[config.mk]
export PLATFORM = sky130hd
export DESIGN_NAME = bitrev_dcm
export DESIGN_NICKNAME = d
export VERILOG_FILES = /design/src/rtl/dcm_pkg.sv /design/src/rtl/dcm_counter.sv /design/src/rtl/dcm_word_hold.sv /design/src/rtl/dcm_rise_gate.sv /design/src/rtl/bitrev_dcm.sv
export SDC_FILE = /design/constraint.sdc
export NUM_CORES = 1
export LEC_CHECK = 0
export BUFFER_PORTS_ARGS = -buffer_cell sky130_fd_sc_hd__buf_2
export CAP_MARGIN = 20
export CORE_ASPECT_RATIO = 1.2
export CORE_MARGIN = 2
export CORE_UTILIZATION = 60
export CTS_BUF_LIST = sky130_fd_sc_hd__clkbuf_4
export DETAILED_ROUTE_END_ITERATION = 8
export PLACE_DENSITY_LB_ADDON = 0.3
export REMOVE_ABC_BUFFERS = 1
export SYNTH_ARGS = -nofsm -noshare
export SYNTH_HDL_FRONTEND = slang
export SYNTH_HIERARCHICAL = 1
export SYNTH_SLANG_ARGS = --single-unit
[constraint.sdc]
create_clock -name clk_i -period 2.8 [get_ports clk_i]
set_input_delay 0.14 -clock clk_i [delete_from_list [all_inputs] [get_ports clk_i]]
set_output_delay 0.14 -clock clk_i [all_outputs]
set_load 0.02 [all_outputs]
[src/rtl/dcm_pkg.sv]
package dcm_pkg;
  localparam int unsigned DCM_MIN_WIDTH = 2;
  localparam int unsigned DCM_MAX_WIDTH = 16;

  function automatic bit dcm_width_ok(input int unsigned w);
    return (w >= DCM_MIN_WIDTH) && (w <= DCM_MAX_WIDTH);
  endfunction
endpackage

[src/rtl/dcm_counter.sv]
module dcm_counter #(
  parameter int unsigned WIDTH = 6
) (
  input  logic             clk_i,
  input  logic             rst_ni,
  input  logic             en_i,
  output logic [WIDTH-1:0] cnt_o,
  output logic [WIDTH-1:0] prev_o,
  output logic             wrap_o
);
  localparam logic [WIDTH-1:0] CNT_MAX = {WIDTH{1'b1}};

  logic [WIDTH-1:0] cnt_q, prev_q;

  always_ff @(posedge clk_i or negedge rst_ni) begin
    if (!rst_ni) begin
      cnt_q  <= '0;
      prev_q <= '0;
    end else if (en_i) begin
      prev_q <= cnt_q;
      cnt_q  <= cnt_q + 1'b1;
    end
  end

  assign cnt_o  = cnt_q;
  assign prev_o = prev_q;
  assign wrap_o = en_i && (cnt_q == CNT_MAX);
endmodule

[src/rtl/dcm_word_hold.sv]
module dcm_word_hold #(
  parameter int unsigned WIDTH = 6
) (
  input  logic             clk_i,
  input  logic             rst_ni,
  input  logic             load_i,
  input  logic [WIDTH-1:0] data_i,
  input  logic             wrap_i,
  output logic [WIDTH-1:0] word_o
);
  logic [WIDTH-1:0] staged_q, active_q;

  always_ff @(posedge clk_i or negedge rst_ni) begin
    if (!rst_ni) begin
      staged_q <= '0;
    end else if (load_i) begin
      staged_q <= data_i;
    end
  end

  // a load on the wrap edge goes straight into the active code
  always_ff @(posedge clk_i or negedge rst_ni) begin
    if (!rst_ni) begin
      active_q <= '0;
    end else if (wrap_i) begin
      active_q <= load_i ? data_i : staged_q;
    end
  end

  assign word_o = active_q;
endmodule

[src/rtl/dcm_rise_gate.sv]
module dcm_rise_gate #(
  parameter int unsigned WIDTH = 6
) (
  input  logic             clk_i,
  input  logic             rst_ni,
  input  logic             en_i,
  input  logic [WIDTH-1:0] cnt_i,
  input  logic [WIDTH-1:0] prev_i,
  input  logic [WIDTH-1:0] word_i,
  output logic [WIDTH-1:0] rise_o,
  output logic             pwm_o
);
  logic [WIDTH-1:0] gated;
  logic             pwm_q;

  for (genvar i = 0; i < WIDTH; i++) begin : g_bit
    assign rise_o[i] = cnt_i[i] & ~prev_i[i];
    assign gated[i]  = rise_o[i] & word_i[WIDTH-1-i];
  end

  always_ff @(posedge clk_i or negedge rst_ni) begin
    if (!rst_ni) begin
      pwm_q <= 1'b0;
    end else if (en_i) begin
      pwm_q <= |gated;
    end
  end

  assign pwm_o = pwm_q;
endmodule

[src/rtl/bitrev_dcm.sv]
module bitrev_dcm #(
  parameter int unsigned WIDTH = 6
) (
  input  logic             clk_i,
  input  logic             rst_ni,
  input  logic             en_i,
  input  logic             load_i,
  input  logic [WIDTH-1:0] data_i,
  output logic             pwm_o
);
  import dcm_pkg::*;

  logic [WIDTH-1:0] cnt_q, prev_q, word_q, rise_w;
  logic             wrap_w;

  initial begin
    if (!dcm_width_ok(WIDTH)) $display("bitrev_dcm: WIDTH %0d out of range", WIDTH);
  end

  dcm_counter #(.WIDTH(WIDTH)) u_cnt (
    .clk_i  (clk_i),
    .rst_ni (rst_ni),
    .en_i   (en_i),
    .cnt_o  (cnt_q),
    .prev_o (prev_q),
    .wrap_o (wrap_w)
  );

  dcm_word_hold #(.WIDTH(WIDTH)) u_hold (
    .clk_i  (clk_i),
    .rst_ni (rst_ni),
    .load_i (load_i),
    .data_i (data_i),
    .wrap_i (wrap_w),
    .word_o (word_q)
  );

  dcm_rise_gate #(.WIDTH(WIDTH)) u_gate (
    .clk_i  (clk_i),
    .rst_ni (rst_ni),
    .en_i   (en_i),
    .cnt_i  (cnt_q),
    .prev_i (prev_q),
    .word_i (word_q),
    .rise_o (rise_w),
    .pwm_o  (pwm_o)
  );
endmodule

; Word level (Yosys, flattened, before mapping)
; Cells that the tools add are included.
[word_totals]
ff_bits = 25
word_cells = 28
[op_classes]
n_bitwise = 18
reduce_logical = 2
n_mux = 1
add_sub_neg = 1
n_eq_ne = 1
[op_table]
columns = cell, n
row1 = $and 1x1->1, 12
row2 = $add 6x1->6 const B, 1
row3 = $eq 6x6->1 const B, 1
row4 = $mux 6, 1
row5 = $not 1->1, 6
row6 = $reduce_or 6->1, 1
row7 = $logic_and 1x1->1, 1

; Depth between registers and ports, before layout
[logic_depth]
depth_word = 4
mapped_depth = 5
mapped_depth_nobuf = 4

; Cells and area by module
; The synthesis kept the hierarchy.
[by_module_without_submodules]
columns = module, area_per_inst_um2, instances, cells_per_inst
row1 = dcm_word_hold, 496.7, 1, 26
row2 = dcm_counter, 474.2, 1, 33
row3 = dcm_rise_gate, 105.1, 1, 12

; Worst setup path before layout
; Ideal clock, no wire load.
[synth_path]
path_type = register to register
from = register u_cnt.cnt_q[0], in the netlist u_cnt/cnt_o[0]
to = register u_hold.active_q[0], in the netlist u_hold/word_o[0]
path_slack_ns = 1.367
path_buffers = 1
path_stages_with_launch = 6
t_required_ns = 2.675
arrival_ns = 1.308
setup_time_ns = 0.125
synth_period_minus_slack_ns = 1.433
cell_sequence = dfrtp_1 -> ha_1 -> nand4_1 -> nor2_1 -> clkbuf_2 -> mux2_4
[synth_via]
elab_chain_len = 2
[synth_rtl]
columns = item, line
row1 = start: declaration, dcm_counter.sv:13  ; logic [WIDTH-1:0] cnt_q, prev_q;
row2 = start signal: assignment, dcm_counter.sv:21  ; cnt_q <= cnt_q + 1'b1;
row3 = $eq 6x6->1, dcm_counter.sv:27  ; assign wrap_o = en_i && (cnt_q == CNT_MAX);
row4 = $logic_and 1x1->1, dcm_counter.sv:27
row5 = net wrap_w, bitrev_dcm.sv:14  ; logic wrap_w;
row6 = end signal: assignment, dcm_word_hold.sv:26  ; active_q <= load_i ? data_i : staged_q;
row7 = end: declaration, dcm_word_hold.sv:11  ; logic [WIDTH-1:0] staged_q, active_q;
; The timed path passes the listed nets, and every way through them passes these cells.
; A chain may end at the register's enable or synchronous reset.

; Final worst setup path
[layout_path]
from = register u_cnt.cnt_q[0], in the netlist u_cnt/cnt_o[0]
to = register u_hold.active_q[1], in the netlist u_hold/word_o[1]
; Same word-level chain as after synthesis.

==> run summary <==
Reg2Reg Setup Slack -> 0.94 ns
Post-CTS Resized -> 0
Final std cells w/o fill -> 101
Xor-xnor portion of the synthesized cell area -> 4.07%
Yosys warnings -> 6
DR WL met2 -> 678 microns
Setup violators final -> 0
# nets final -> 95
Reg-to-Reg Start -> u_cnt/cnt_o[0]$_DFFE_PN0P_
Internal power -> 670 uW
Dpl cell area -> 1120 sq um
Setup TNS -> 0 ns
Post-synthesis mux area share -> 24.1%
Top cells by area, synth -> dfrtp_1 (58%), mux2_4 (17%), mux2_2 (7.3%)
DRT Wirelength -> 1500 microns
Largest net degree at the start of global routing -> 26
Sw Ratio -> 28.9%
Power Total -> 942 uW
CP peak stage delay -> 0.60 ns
DR pass1 iterations -> 4
HP Class -> input port to register
Synth Cell Area -> 1080 sq um
Number of inserted diodes -> 0
Critical Path Fanout Max -> 6
First-pass GRT wire length -> 2590 microns
Required time at the worst-slack endpoint -> 3.00 ns
Post-Synth Adder-Cell Area -> 1.16%
Most instantiated library cell after synthesis -> dfrtp_1
Post-Synth Simple-Gate Area -> 7.44%
Status -> complete, no violations
Compound-cell area share of the yosys netlist -> 2.91%
Synth async-reset ratio -> 100%
Top FF cell, synth -> dfrtp_1
Dpl cells -> 96
Leak -> 0.549 nW
Clock skew -> 0.0131 ns
F_max -> 538 MHz
Initial core utilization -> 64.8%
Crit. End Element -> register
Crit share post-route -> 66.4%
Avg Cell Area, Syn -> 15.2 sq um
Avg WL per Cell -> 14.9 microns
Util after Layout -> 70.0%
Die width -> 42.7 microns
DRT iter0 DRCs -> 3
Syn Inst Count -> 71
Total grt overflow -> 0
Top Layer Used -> met4
Finished Cell Area -> 1160 sq um
Hold Path Cell Cnt -> 2
Seq/Total Area, Yosys -> 58.1%
Worst reg-to-reg path cell count -> 4
Synth unique cells -> 18
Max-slew violations -> 0
Die height -> 50.4 microns
Synth area leader -> dfrtp_1
Port buffer count -> 10
Clk Latency, worst-skew pair -> 0.31 ns
Vias per inst -> 5.46
Met3 wire length -> 54 microns
Clock transition at the registers of the reported paths -> 0.14 ns
EDFF count, synth -> 0
Synth Register Bits -> 25
Largest delay contributor family on the critical path -> simple AND/OR/NAND/NOR gates
Setup ws final -> 0.942 ns
RePlAce Congestion -> 0.664
Crit path buffers/inverters -> 0
Share of the synthesized area in the top cell type -> 58.1%
Minimum clock period after layout -> 1.86 ns
Hold Startpoint -> data_i[2]
Worst Hold End -> u_hold/staged_q[2]$_DFF_PN0_
Most frequent cells after synthesis -> dfrtp_1 (25), mux2_4 (12), mux2_2 (7), nor2b_1 (5)
Total CTS buffers -> 3
Combinational fraction of design power -> 23.9%
H-tree Lvls -> 1
RSZ-0062 raised after global routing -> false
Ports -> 11
Final HPWL DP -> 1030 microns
Reg power frac -> 59.5%
P per Cell Area -> 811 nW/um^2
# clock sinks -> 25
CTS tree -> yes
Max capacitance violation total -> 0
Peak VDD IR -> 467 uV
P_sw -> 272 uW
Setup CP Type -> register to register
Share of cells above drive strength 1 -> 41.0%
Row Count -> 16
Critical path arrival -> 2.06 ns
Antenna Nets Post-Route -> 0
CORE AREA -> 1660 sq um
Worst-Margin Slew -> 0.714 ns
All-layer global routing usage -> 16.3%
Number of global-route vias before repair -> 568
Startpoint types -> register
Clk buf depth -> 2
Drc violations -> 0
Area Growth Syn to Fin -> 8.02%
Slew HR -> 52.2%
Worst slack, placed -> 0.983 ns
Worst flop-to-flop path endpoint -> u_hold/word_o[1]$_DFFE_PN0P_
Vias -> 551
Die footprint -> 2150 sq um
Largest family of logic cells by synthesized area -> multiplexers
Final Hold Fails -> 0
Fin Hold WS -> 0.0658 ns
Root buf cell -> clkbuf_4
Worst path cell trace -> ha_1 -> nand4_1 -> nor2_1 -> mux2_4
Initial antenna violation count -> 0
Clock power frac -> 16.5%
Worst path slowest cell -> nor2_1
DRT met1 WL -> 762 microns
## registers in the layout (all words and copies together), names as in the netlist
register,flops
u_cnt/prev_o,6
u_hold/word_o,6
u_cnt/cnt_o,6
u_hold/staged_q,6
u_gate/pwm_o,1
## placed cells by master (no fill, tap or decap), types with 2 or more instances in the layout
master / netlist / routed
dfrtp_1: 25 / 25
mux2_4: 12 / 12
buf_2: 0 / 10
mux2_2: 7 / 7
nor2b_1: 5 / 5
clkbuf_4: 0 / 3
nand2_1: 3 / 3
nor2_1: 3 / 3
xnor2_1: 3 / 3
nand4_1: 2 / 2
xor2_1: 2 / 2
## layer usage
metal  vias up  GRT usage, %
met3         2          2.16
met5         -             0
met4         0          7.81
met1       269          23.9
met2        11          23.7
li1        269             -
## final cells by class
class | instances | area (sq um)
fillers | 116 | 499
well taps | 18 | 22.5
flip-flops and latches | 25 | 626
repair buffers | 11 | 60.1
clock buffers | 3 | 22.5
clock inverters | 1 | 5.00
multi-input cells | 43 | 427
## worst max path at each step
stage | from | endpoint | cells past startpoint
2_1_floorplan | u_cnt/cnt_o[0]$_DFFE_PN0P_ | u_hold/word_o[0]$_DFFE_PN0P_ | 4
3_3_place_gp | u_cnt/cnt_o[0]$_DFFE_PN0P_ | u_hold/word_o[2]$_DFFE_PN0P_ | 4
3_5_place_dp | u_cnt/cnt_o[0]$_DFFE_PN0P_ | u_hold/word_o[3]$_DFFE_PN0P_ | 4
4_1_cts | u_cnt/cnt_o[0]$_DFFE_PN0P_ | u_hold/word_o[1]$_DFFE_PN0P_ | 4
5_1_grt | u_cnt/cnt_o[0]$_DFFE_PN0P_ | u_hold/word_o[2]$_DFFE_PN0P_ | 4
6_report | u_cnt/cnt_o[0]$_DFFE_PN0P_ | u_hold/word_o[1]$_DFFE_PN0P_ | 4
## timing repair
action / in CTS / in global routing
hold buffers: 1 / 0
setup buffers: 0 / 0
endpoints found under the setup margin: 0 / 0
endpoints found under the hold margin: 25 / 0
## kinds of logic (layout without fill, tap and decap cells)
logic type	Yosys count	after routing
adders and majority gates	1	1
buffers and inverters	3	15
muxes	19	19
and+or+nand+nor	14	14
DFF	25	25
xor gates and xnor gates	5	5
AOI/OAI and AO/OA	4	4
## power groups by stage
stage	registers (mW)	logic, mW	clock network [mW]
floorplan	0.551	0.180	0
global placement	0.567	0.222	0
detailed placement	0.570	0.226	0
CTS	0.563	0.228	0.160
global route	0.582	0.252	0.173
finish	0.561	0.225	0.156
No activity file was read; power rests on OpenSTA's default activity.
